## config.mk

```make
export PLATFORM = sky130hd
export DESIGN_NAME = asram_ctrl
export DESIGN_NICKNAME = d
export VERILOG_FILES = /design/src/rtl/asram_pkg.sv /design/src/rtl/asram_timer.sv /design/src/rtl/asram_req_reg.sv /design/src/rtl/asram_ctrl.sv
export SDC_FILE = /design/constraint.sdc
export NUM_CORES = 1
export LEC_CHECK = 0
export BUFFER_PORTS_ARGS = -buffer_cell sky130_fd_sc_hd__clkbuf_2
export CORE_MARGIN = 8
export CORE_UTILIZATION = 49
export DETAILED_ROUTE_END_ITERATION = 8
export PLACE_DENSITY = 0.81
export SLEW_MARGIN = 20
export SYNTH_ARGS = -nofsm -noshare
export SYNTH_HDL_FRONTEND = slang
export SYNTH_SLANG_ARGS = --single-unit
```

## constraint.sdc

```tcl
create_clock -name clk -period 1.6 [get_ports clk]
set_input_delay 0 -clock clk [delete_from_list [all_inputs] [get_ports clk]]
set_output_delay 0 -clock clk [all_outputs]
set_load 0.01 [all_outputs]
```

## src/rtl/asram_pkg.sv

```systemverilog
package asram_pkg;

  typedef enum logic [2:0] {
    ST_IDLE,
    ST_SETUP,
    ST_STROBE,
    ST_HOLD,
    ST_TURN
  } asram_st_t;

  // Round a picosecond limit up to clock cycles, never below one.
  function automatic int ps_to_cyc(input int lim_ps, input int clk_ps);
    int c;
    c = (lim_ps + clk_ps - 1) / clk_ps;
    return (c < 1) ? 1 : c;
  endfunction

  function automatic int imax(input int a, input int b);
    return (a > b) ? a : b;
  endfunction

endpackage

```

## src/rtl/asram_timer.sv

```systemverilog
module asram_timer #(
  parameter int W = 4
) (
  input  logic         clk,
  input  logic         rst,
  input  logic         clr,
  output logic [W-1:0] elapsed
);
  always_ff @(posedge clk) begin
    if (rst || clr) elapsed <= '0;
    else if (elapsed != {W{1'b1}}) elapsed <= elapsed + 1'b1;
  end
endmodule

```

## src/rtl/asram_req_reg.sv

```systemverilog
module asram_req_reg #(
  parameter int ADDR_W = 12,
  parameter int DATA_W = 4
) (
  input  logic              clk,
  input  logic              rst,
  input  logic              load,
  input  logic [ADDR_W-1:0] addr_i,
  input  logic [DATA_W-1:0] wdata_i,
  input  logic              wr_i,
  output logic [ADDR_W-1:0] addr_q,
  output logic [DATA_W-1:0] wdata_q,
  output logic              wr_q
);
  always_ff @(posedge clk) begin
    if (rst) begin
      addr_q  <= '0;
      wdata_q <= '0;
      wr_q    <= 1'b0;
    end else if (load) begin
      addr_q  <= addr_i;
      wdata_q <= wdata_i;
      wr_q    <= wr_i;
    end
  end
endmodule

```

## src/rtl/asram_ctrl.sv

```systemverilog
module asram_ctrl
  import asram_pkg::*;
#(
  parameter int ADDR_W    = 12,
  parameter int DATA_W    = 4,
  parameter int CLK_PS    = 10000,
  parameter int T_AA_PS   = 15000,
  parameter int T_WP_PS   = 15000,
  parameter int T_DW_PS   = 9000,
  parameter int T_WHZ_PS  = 6000,
  parameter int T_CHZ_PS  = 8000
) (
  input  logic              clk,
  input  logic              rst,
  input  logic              req_valid,
  output logic              req_ready,
  input  logic              req_write,
  input  logic [ADDR_W-1:0] req_addr,
  input  logic [DATA_W-1:0] req_wdata,
  output logic              rsp_valid,
  output logic [DATA_W-1:0] rsp_rdata,
  output logic [ADDR_W-1:0] mem_addr,
  output logic              mem_cs_n,
  output logic              mem_we_n,
  output logic [DATA_W-1:0] mem_dq_out,
  output logic              mem_dq_oe,
  input  logic [DATA_W-1:0] mem_dq_in
);
  localparam int ACC_CYC  = ps_to_cyc(T_AA_PS, CLK_PS);
  localparam int WP_CYC   = ps_to_cyc(T_WP_PS, CLK_PS);
  localparam int DS_CYC   = ps_to_cyc(T_DW_PS, CLK_PS);
  localparam int WHZ_CYC  = ps_to_cyc(T_WHZ_PS, CLK_PS);
  localparam int CHZ_CYC  = ps_to_cyc(T_CHZ_PS, CLK_PS);
  localparam int WSTB_CYC = imax(WP_CYC, WHZ_CYC + DS_CYC);
  localparam int TMR_W    = $clog2(imax(imax(ACC_CYC, WSTB_CYC), CHZ_CYC) + 1) + 1;

  asram_st_t          st;
  logic [TMR_W-1:0]   el;
  logic               tmr_clr;
  logic               take;
  logic               wr_q;

  assign take    = (st == ST_IDLE) && req_valid;
  assign tmr_clr = (st == ST_SETUP) || (st == ST_HOLD);

  asram_timer #(.W(TMR_W)) u_timer (
    .clk(clk), .rst(rst), .clr(tmr_clr), .elapsed(el)
  );

  asram_req_reg #(.ADDR_W(ADDR_W), .DATA_W(DATA_W)) u_req (
    .clk(clk), .rst(rst), .load(take),
    .addr_i(req_addr), .wdata_i(req_wdata), .wr_i(req_write),
    .addr_q(mem_addr), .wdata_q(mem_dq_out), .wr_q(wr_q)
  );

  always_ff @(posedge clk) begin
    if (rst) begin
      st        <= ST_IDLE;
      req_ready <= 1'b1;
      mem_cs_n  <= 1'b1;
      mem_we_n  <= 1'b1;
      mem_dq_oe <= 1'b0;
      rsp_valid <= 1'b0;
      rsp_rdata <= '0;
    end else begin
      rsp_valid <= 1'b0;
      case (st)
        ST_IDLE: begin
          if (req_valid) begin
            st        <= ST_SETUP;
            req_ready <= 1'b0;
          end
        end
        ST_SETUP: begin
          st       <= ST_STROBE;
          mem_cs_n <= 1'b0;
          mem_we_n <= ~wr_q;
        end
        ST_STROBE: begin
          if (wr_q) begin
            if (int'(el) == WHZ_CYC - 1) mem_dq_oe <= 1'b1;
            if (int'(el) == WSTB_CYC - 1) begin
              mem_cs_n <= 1'b1;
              mem_we_n <= 1'b1;
              st       <= ST_HOLD;
            end
          end else if (int'(el) == ACC_CYC - 1) begin
            rsp_rdata <= mem_dq_in;
            rsp_valid <= 1'b1;
            mem_cs_n  <= 1'b1;
            st        <= ST_HOLD;
          end
        end
        ST_HOLD: begin
          mem_dq_oe <= 1'b0;
          if (wr_q) begin
            st        <= ST_IDLE;
            req_ready <= 1'b1;
          end else begin
            st <= ST_TURN;
          end
        end
        ST_TURN: begin
          if (int'(el) == CHZ_CYC - 1) begin
            st        <= ST_IDLE;
            req_ready <= 1'b1;
          end
        end
        default: st <= ST_IDLE;
      endcase
    end
  end

  // ready only while idle with the RAM deselected
  assert_ready_idle_R2: assert property (@(posedge clk) disable iff (rst)
    req_ready |-> (st == ST_IDLE) && mem_cs_n);

  // address frozen while both strobes are low
  assert_addr_stable_R6: assert property (@(posedge clk) disable iff (rst)
    (!mem_cs_n && !mem_we_n) |=> (mem_cs_n || mem_we_n || $stable(mem_addr)));

  // never drive the pads while the RAM is reading
  assert_no_read_drive_R4: assert property (@(posedge clk) disable iff (rst)
    mem_dq_oe |-> !(!mem_cs_n && mem_we_n));

  // driver only in a write access
  assert_oe_write_only_R4: assert property (@(posedge clk) disable iff (rst)
    mem_dq_oe |-> wr_q && ((st == ST_STROBE) || (st == ST_HOLD)));

  // driver rises strictly after the write strobe fell
  assert_oe_after_we_R5: assert property (@(posedge clk) disable iff (rst)
    $rose(mem_dq_oe) |-> !mem_we_n && $past(!mem_we_n));

  // response is a single-cycle pulse
  assert_rsp_pulse_R7: assert property (@(posedge clk) disable iff (rst)
    rsp_valid |=> !rsp_valid);

  // driver still on in the cycle after the overlap ends
  assert_data_hold_R9: assert property (@(posedge clk) disable iff (rst)
    ($rose(mem_we_n) && $past(mem_dq_oe)) |-> mem_dq_oe);

endmodule

```

After elaboration in Yosys (flattened, before gate mapping)
Index checks and enable logic that the tools add are counted.
- divide/modulo/power cells: 0
- shift operators: 0
- reductions and logical operators: 15
- bitwise operators: 2
- magnitude comparators: 0
- multipliers: 0
- add/sub/neg operators: 1
- equal/unequal tests: 12
- multiplexer cells: 16
- operators by type and width (cell ; number):
    $pmux W3 S5 ; 1
    $mux W3 ; 4
    $reduce_and A3 Y1 ; 4
    $eq A3 B2 Y1 const B ; 3
    $ne A2 B2 Y1 const B ; 4
    $mux W1 ; 7
    $logic_not A3 Y1 ; 2
    $pmux W1 S2 ; 3
    $ne A2 B1 Y1 const B ; 2
    $reduce_and A4 Y1 ; 1
    $reduce_bool A2 Y1 ; 2
    $add A3 B1 Y3 const B ; 1
    $eq A3 B1 Y1 const B ; 1
    $eq A3 B3 Y1 const B ; 1
    $ne A3 B3 Y1 const B ; 1
    $pmux W1 S3 ; 1
    $reduce_bool A3 Y1 ; 1
    $reduce_or A3 Y1 ; 1
    $logic_or A1 B1 Y1 ; 2
    $not A1 Y1 ; 2
    $reduce_and A2 Y1 ; 1
    $logic_and A1 B1 Y1 ; 1
- word-level logic and storage cells: 57
- bits in read-only memories: 0
- memories: 0
- input port bits: 24
- bits in writable memories: 0
- output and inout port bits: 25
- flip-flop bits (word level): 32
- latch bits: 0

Logic depth before layout (Yosys ltp)
Gate-level depths: netlist of run 1.
- depth after elaboration: 4
- gate-level depth with buffers: 7
- gate-level depth less buffers: 6

By module
Synthesis of run 1 repeated with hierarchy kept, for this count alone.
- cells, all modules: 122
- area total of the unflattened synthesis: 1320.0 um^2
- modules (own cells, without submodules) (module ; times used ; area an instance (um^2) ; seq. area each (um^2) ; cells an instance):
    asram_req_reg ; 1 ; 614.3 ; 340.3 ; 55
    asram_ctrl ; 1 ; 576.8 ; 240.2 ; 56
    asram_timer ; 1 ; 128.9 ; 60.1 ; 11

Worst setup path before layout of run 1
Ideal clock, no wire load.
- path kind: flip-flop to flip-flop
- start point: register u_timer.elapsed[0]
- end point: register req_ready
- data required time: 1.513 ns
- stages on the path, launching flop included: 7
- library setup time: 0.087 ns
- buffers on the path: 0
- period minus slack after synthesis: 1.403 ns
- data arrival time: 1.316 ns
- slack: 0.197 ns
- path through: dfxtp_1 -> inv_1 -> ha_1 -> nor2b_1 -> a2111oi_4 -> o22ai_1 -> o31ai_1
- longest elaborated chain between the ends: 3
- RTL lines (item ; line ; source):
    from (decl) ; asram_timer.sv:7 ; output logic [W-1:0] elapsed
    from (signal assigned) ; asram_timer.sv:11 ; else if (elapsed != {W{1'b1}}) elapsed <= elapsed + 1'b1;
    $logic_not A3 Y1 ; asram_ctrl.sv:104 ; if (int'(el) == CHZ_CYC - 1) begin
    $ne A2 B2 Y1 (no source line) ; -- ;
    $reduce_and A4 Y1 (no source line) ; -- ;
    to (signal assigned) ; asram_ctrl.sv:71 ; req_ready <= 1'b0;
    to (signal assigned) ; asram_ctrl.sv:98 ; req_ready <= 1'b1;
    to (signal assigned) ; asram_ctrl.sv:106 ; req_ready <= 1'b1;
    to (decl) ; asram_ctrl.sv:16 ; output logic req_ready,
Every way passes these cells.
A chain may end at the register's enable or synchronous reset.

Worst setup path after layout of run 1
- start point: register u_timer.elapsed[1]
- end point: register st[0]
- longest elaborated chain between the ends: 3
- elaborated cells between the ends (all ways): 5
- those cells by class: eq/ne (3); reduce/logical (2)
- RTL lines (item ; line ; source):
    $eq A3 B2 Y1 or $logic_not A3 Y1 (tied branches) ; asram_ctrl.sv:82, asram_ctrl.sv:87, asram_ctrl.sv:104 ;
    $ne A2 B2 Y1 (no source line) ; -- ;
    $reduce_and A3 Y1 (no source line) * ; -- ;
    to (signal assigned) ; asram_ctrl.sv:85 ; st <= ST_HOLD;
    to (signal assigned) ; asram_ctrl.sv:91 ; st <= ST_HOLD;
    to (signal assigned) ; asram_ctrl.sv:97 ; st <= ST_IDLE;
    to (decl) ; asram_ctrl.sv:37 ; asram_st_t st;
Mark *: on every way between the ends. The rest lies on a longest branch, timed or not.

==> metrics.cfg, run 1 <==
[yosys]
syn_avg_cell_area_um2 = 9.31
yosysTopAreaCell = dfxtp_1
yosysSeqAreaShare = 0.453
mappedNetlistArea_um2 = 1420
netlist_instances = 152
yosysTopAreaCellShare = 0.453
synth_area_leaders = dfxtp_1 45%, nand2_1 6.6%, a21oi_2 6.2%, nand2_2 4.9%, mux2i_1 4.2%
ys.warnings.count = 0
synthDistinctLibCells = 35
syn_nets = 180
ys_ff_latch = 32

[timing]
relSlewSlack = 0.637
tightest_slew_ns = 0.544
layout_min_cycle_time_ns = 1.46
fin_skew_ns = 0.0135
finalCritPeriodShare = 0.916
final_hold_viol_count = 0
setup_tns_ns = 0
slew_viol_final = 0
grt_setup_unrepaired = no
setup_viol = 0
max_freq_ghz = 0.683

[clocking]
root_buffer = clkbuf_4
clock_sinks = 32
cts_inserted_buffers = 5
path_clk_slew_ns = 0.10
cts_buffer_depth = 2
clkLatencyLatePin_ns = 0.33
cts_tree = built
h-tree-depth = 2

[cells_and_area]
postLayoutCoreUtil = 0.688
layout_commonest_cell = clkbuf_2
syn2layout_area_growth_pct = 34.1
nets = 248
layout-drive-gt1-share = 0.389
layout_common_cells = 48 x clkbuf_2, 31 x dfxtp_1, 25 x nand2_1
diodes = 0

[global_routing]
antenna_found_initial = 0
first_global_vias = 1281
grt-ovfl-total = 0
grt.total_usage = 0.143
grt_pass1_wl_mm = 5.79
grt_max_degree = 19

[setup_path]
critPathSlowestCell = dfxtp_1
end_kind = flip-flop
cp_max_fo = 3
start_kind = flip-flop
critical_path.max_stage_delay_ns = 0.37
required_ns = 1.83
criticalPathCategory = reg2reg
crit_arrival_ns = 1.69
crit_chain = inv_1, ha_1, nor2b_1, a2111oi_4, buf_4, nor2_1

[placement]
place.gp.congestion = 0.829
port_buffers = 48
hpwl_mm = 2.36

[route]
drt_iter0_markers = 40
via_per_inst = 4.96
wl_mm = 3.42
ant_nets = 0
route.detailed.drc = 0
wl_per_cell_um = 13.6
vias = 1249
dr.pass1.iters = 4

[run]
max_cap_violations = 0

[die]
io_pins = 49
initial_core_util = 0.513
core_area_um2 = 2760
rows = 19
die-width_um = 69.7
die_h_um = 69.7
die-area_um2 = 4860

[power_and_ir_drop]
powerDensity_nw_per_um2 = 1290
ir_worst_vdd_mv = 0.961
power_leakage_nw = 0.858

[run_status]
run_status = finished clean

[hold_path]
hold_path_class = in2reg

through the flow:
stage	cells	hold slack (ns)	power, mW	worst slack, ns	cell area, um2
final	252	0.0948	2.45	0.135	1900
after global routing	252	0.122	2.62	0.0261	1900
after CTS	251	0.0780	2.45	0.0652	1890
after detailed placement	222	0.229	1.96	0.0834	1620
after global placement	222	0.225	1.91	0.154	1620
after floorplan	152	0.127	1.80	0.197	1420
logic make-up (layout without fill, tap and decap cells):
family | count (synthesis) | in the layout | share of synthesized area
buf+inv | 14 | 83 | 0.0663
xor+xnor | 2 | 2 | 0.0124
fa+ha+maj | 4 | 4 | 0.0354
compound gates | 32 | 32 | 0.170
simple gates | 62 | 62 | 0.221
mux | 6 | 6 | 0.0424
flops | 32 | 32 | 0.453
final cells by class:
class                   count  area [um2]
clock buffers               5        37.5
clock inverters             3        18.8
fillers                   224         860
inverters                   4        15.0
multi-input cells         106         681
flip-flops and latches     32         642
well taps                  31        38.8
repair buffers             71         465
final timing paths:
| kind | start | endpoint | slack, ns | cells after the start |
|---|---|---|---|---|
| hold / removal | rst | u_req.addr_q[2]$_SDFFE_PP0P_ | 0.09 | 2 |
| hold reg to reg | u_req.addr_q[9]$_SDFFE_PP0P_ | u_req.addr_q[9]$_SDFFE_PP0P_ | 0.46 | 2 |
| setup / recovery | u_timer.elapsed[1]$_SDFFE_PP0P_ | st[0]$_SDFFE_PP0P_ | 0.14 | 6 |
| setup reg to reg | u_timer.elapsed[1]$_SDFFE_PP0P_ | st[0]$_SDFFE_PP0P_ | 0.14 | 6 |
state kept, by name, indices dropped and copies added (netlist names):
name,flops
u_req.addr_q,12
rsp_rdata,4
u_req.wdata_q,4
st,3
u_timer.elapsed,3
mem_cs_n,1
mem_dq_oe,1
mem_we_n,1
req_ready,1
rsp_valid,1
u_req.wr_q,1
metal layers:
layer | up-vias | share of wire | track usage
met2 | 38 | 0.53 | 0.266
met4 | 0 | 0.012 | 0.0402
met3 | 7 | 0.065 | 0.0658
li1 | 643 | - | -
met1 | 561 | 0.39 | 0.137
met5 | - | 0 | 0
synth_stat cells:
cell type	n
and2_4	1
buf_4	1
mux2i_1	6
a21oi_2	10
nor3_1	2
o21a_1	1
nor2_4	1
a2111oi_4	1
nand4_1	1
nor2_1	14
buf_8	1
dfxtp_1	32
ha_1	4
a21o_1	1
nand2_2	11
o22ai_1	1
buf_12	1
nor2b_1	2
a221oi_1	1
a31oi_1	3
o31ai_1	1
and2b_4	1
inv_1	4
nand3_2	1
o21ai_0	3
nand2_1	25
xor2_1	1
nor2b_4	1
nor3b_1	2
clkbuf_1	4
a21oi_1	9
xnor2_1	1
buf_6	1
a2bb2oi_1	1
buf_2	2
where the power goes:
group / switching (mW) / total [mW] / leakage [nW] / internal [mW]
logic: 0.489 / 0.886 / 0.561 / 0.397
clock network: 0.283 / 0.452 / 0.0349 / 0.168
registers: 0.162 / 1.11 / 0.262 / 0.947
total: 0.934 / 2.45 / 0.858 / 1.51
worst max-delay path: cells and delay by family (launching register included):
kind / cells / cell delay, ns
DFF: 1 / 0.37
AOI/OAI and AO/OA: 1 / 0.37
buffers and inverters: 2 / 0.24
and+or+nand+nor: 2 / 0.21
adders and majority gates: 1 / 0.17
what timing repair did:
item | CTS | global route
hold buffers | 21 | 0
hold endpoints to repair | 21 | 0
endpoints found under the setup margin | 0 | 1
setup buffers | 0 | 1
gates resized for setup | 0 | 1
(Power assumes the default switching activity.)
==> inputs of run 2 (changes only) <==
--- a/config.mk
+++ b/config.mk
@@ -6,10 +6,11 @@
 export NUM_CORES = 1
 export LEC_CHECK = 0
 export BUFFER_PORTS_ARGS = -buffer_cell sky130_fd_sc_hd__clkbuf_2
-export CORE_MARGIN = 8
+export CAP_MARGIN = 20
+export CORE_MARGIN = 4
 export CORE_UTILIZATION = 49
 export DETAILED_ROUTE_END_ITERATION = 8
-export PLACE_DENSITY = 0.81
+export PLACE_DENSITY = 0.78
 export SLEW_MARGIN = 20
 export SYNTH_ARGS = -nofsm -noshare
 export SYNTH_HDL_FRONTEND = slang
==> run 2 against run 1 <==
Combinational power increased by 6.2%. Utilization increased by 1.0 points. Die area decreased by 22%. Count of clock-buffer cells in the layout increased by 1. Worst hold slack improved by 0.0014 ns.
==> metrics.cfg, run 2 (synthesis results as in run 1) <==
[setup_path]
criticalPathCategory = reg2reg  ; unchanged
rr_worst_depth = 6  ; unchanged
start_kind = flip-flop  ; unchanged
cp_top_family = compound AO/OA/AOI/OAI gates  ; was flip-flops
rrSetupSlack_ns = 0.10  ; was 0.14 ns
path_buf_inv = 1  ; was 2
critical_path.max_stage_delay_ns = 0.40  ; was 0.37 ns
cp_max_fo = 3  ; unchanged
crit_cells = 6  ; unchanged
critPathSlowestCell = a2111oi_4  ; was dfxtp_1
end_kind = flip-flop  ; unchanged
crit_arrival_ns = 1.74  ; was 1.69 ns
crit_chain = inv_1, ha_1, nor2b_1, a2111oi_4, o22ai_1, o31ai_1  ; was inv_1, ha_1, nor2b_1, a2111oi_4, buf_4, nor2_1
required_ns = 1.84  ; was 1.83 ns

[die]
core_area_um2 = 2760  ; unchanged
die-width_um = 61.7  ; was 69.7 um
io_pins = 49  ; unchanged
rows = 19  ; unchanged
die-area_um2 = 3810  ; was 4860 um2
initial_core_util = 0.513  ; unchanged
die_h_um = 61.7  ; was 69.7 um

[global_routing]
grt_max_degree = 19  ; unchanged
antenna_found_initial = 0  ; unchanged
grt-ovfl-total = 0  ; unchanged
first_global_vias = 1321  ; was 1281
grt.total_usage = 0.206  ; was 0.143
grt_pass1_wl_mm = 5.61  ; was 5.79 mm

[clocking]
h-tree-depth = 2  ; unchanged
cts_tree = built  ; unchanged
clkLatencyLatePin_ns = 0.34  ; was 0.33 ns
postCtsSetupRepairBufs = 0  ; unchanged
path_clk_slew_ns = 0.10  ; about the same
cts_inserted_buffers = 5  ; unchanged
cts_buffer_depth = 2  ; unchanged
root_buffer = clkbuf_4  ; unchanged
clock_sinks = 32  ; unchanged

[route]
wl_mm = 3.60  ; was 3.42 mm
drt_iter0_markers = 46  ; was 40
wl_per_cell_um = 14.2  ; was 13.6 um
via_per_inst = 5.18  ; was 4.96
vias = 1310  ; was 1249
route.detailed.drc = 0  ; unchanged
dr.pass1.iters = 4  ; unchanged
ant_nets = 0  ; unchanged

[timing]
relSlewSlack = 0.717  ; was 0.637
setup_tns_ns = 0  ; unchanged
max_freq_ghz = 0.667  ; was 0.683 GHz
slew_viol_final = 0  ; unchanged
final_hold_viol_count = 0  ; unchanged
layout_min_cycle_time_ns = 1.50  ; was 1.46 ns
finalCritPeriodShare = 0.937  ; was 0.916
grt_setup_unrepaired = no  ; unchanged
tightest_slew_ns = 0.424  ; was 0.544 ns
setup_ws_ns = 0.101  ; was 0.135 ns
fin_skew_ns = 0.0124  ; was 0.0135 ns
setup_viol = 0  ; unchanged

[hold_path]
hold_path_class = in2reg  ; unchanged
hold-path-cell-count = 2  ; unchanged

[run_status]
run_status = finished clean  ; unchanged

[cells_and_area]
diodes = 0  ; unchanged
postLayoutCoreUtil = 0.698  ; was 0.688
syn2layout_area_growth_pct = 36.1  ; was 34.1%
reg_top3 = u_req.addr_q (12), rsp_rdata (4), u_req.wdata_q (4)  ; unchanged
layout-drive-gt1-share = 0.387  ; was 0.389
layout_common_cells = 48 x clkbuf_2, 31 x dfxtp_1, 25 x nand2_1  ; unchanged
largest-register = u_req.addr_q  ; unchanged
layout_commonest_cell = clkbuf_2  ; unchanged
stdcell_area_um2 = 1930  ; was 1900 um2
largest_reg_flops = 12  ; unchanged
nets = 249  ; was 248

[placement]
preCtsSetupSlack_ns = 0.0838  ; was 0.0834 ns
place.gp.congestion = 0.824  ; was 0.829
port_buffers = 48  ; unchanged
hpwl_mm = 2.31  ; was 2.36 mm
placed_area_um2 = 1640  ; was 1620 um2

[power_and_ir_drop]
clkPwrFrac = 0.229  ; was 0.185
power.internal_mw = 1.68  ; was 1.51 mW
power_leakage_nw = 0.870  ; was 0.858 nW
seqPwrFrac = 0.412  ; was 0.453
ir_worst_vdd_mv = 1.11  ; was 0.961 mV
sw_frac_of_total = 0.358  ; was 0.382
powerDensity_nw_per_um2 = 1360  ; was 1290 nW/um2
power.switching_mw = 0.940  ; was 0.934 mW
comb_power_share = 0.359  ; was 0.362

[run]
max_cap_violations = 0  ; unchanged

run 2: cell types whose count changed in the layout (fill, tap and decap cells not counted):
cell and delta:
buf_4 +1, bufinv_16 +1, clkbuf_1 +1, clkinv_2 -1
clkinv_4 -1
run 2: layout make-up:
| type | instances | area (um2) |
|---|---|---|
| fill | 203 | 832 |
| multi-input combinational | 106 | 681 |
| sequential | 32 | 642 |
| timing repair buffer | 72 | 473 |
| clock buffer | 6 | 41.3 |
| tap | 31 | 38.8 |
| clock inverter | 2 | 35.0 |
| inverter | 4 | 15.0 |
run 2: metrics by stage:
step	hold slack [ns]	power, mW	instances
floorplan	0.127	1.80	152
global placement	0.225	1.94	224
detailed placement	0.229	1.99	224
CTS	0.101	2.62	253
global route	0.0901	2.79	253
finish	0.0962	2.62	253
run 2: metal layers:
| layer | wire length [um] | vias up | share of wire | track usage |
|---|---|---|---|---|
| met5 | 0 | - | 0 | 0 |
| met4 | 153 | 0 | 0.043 | 0.145 |
| met3 | 169 | 18 | 0.047 | 0.0517 |
| met2 | 1940 | 39 | 0.54 | 0.363 |
| met1 | 1330 | 611 | 0.37 | 0.211 |
| li1 | - | 642 | - | - |
run 2: power groups by stage:
stage / Combinational (mW) / Clock [mW] / Sequential (mW)
after floorplan: 0.703 / 0 / 1.10
final: 0.941 / 0.601 / 1.08
after global routing: 1.04 / 0.649 / 1.10
after CTS: 0.940 / 0.604 / 1.08
after detailed placement: 0.896 / 0 / 1.10
after global placement: 0.849 / 0 / 1.09
run 2: path summary, 6_finish.rpt:
| kind | start | to |
|---|---|---|
| setup / recovery | u_timer.elapsed[1]$_SDFFE_PP0P_ | req_ready$_SDFFE_PP1P_ |
| hold reg to reg | u_req.addr_q[5]$_SDFFE_PP0P_ | u_req.addr_q[5]$_SDFFE_PP0P_ |
| setup reg to reg | u_timer.elapsed[1]$_SDFFE_PP0P_ | req_ready$_SDFFE_PP1P_ |
| hold / removal | rst | u_req.addr_q[10]$_SDFFE_PP0P_ |
run 2: timing repair:
item / CTS / global route
setup endpoints to repair: 0 / 2
hold buffers: 21 / 0
resized for setup: 0 / 1
endpoints found under the hold margin: 21 / 0
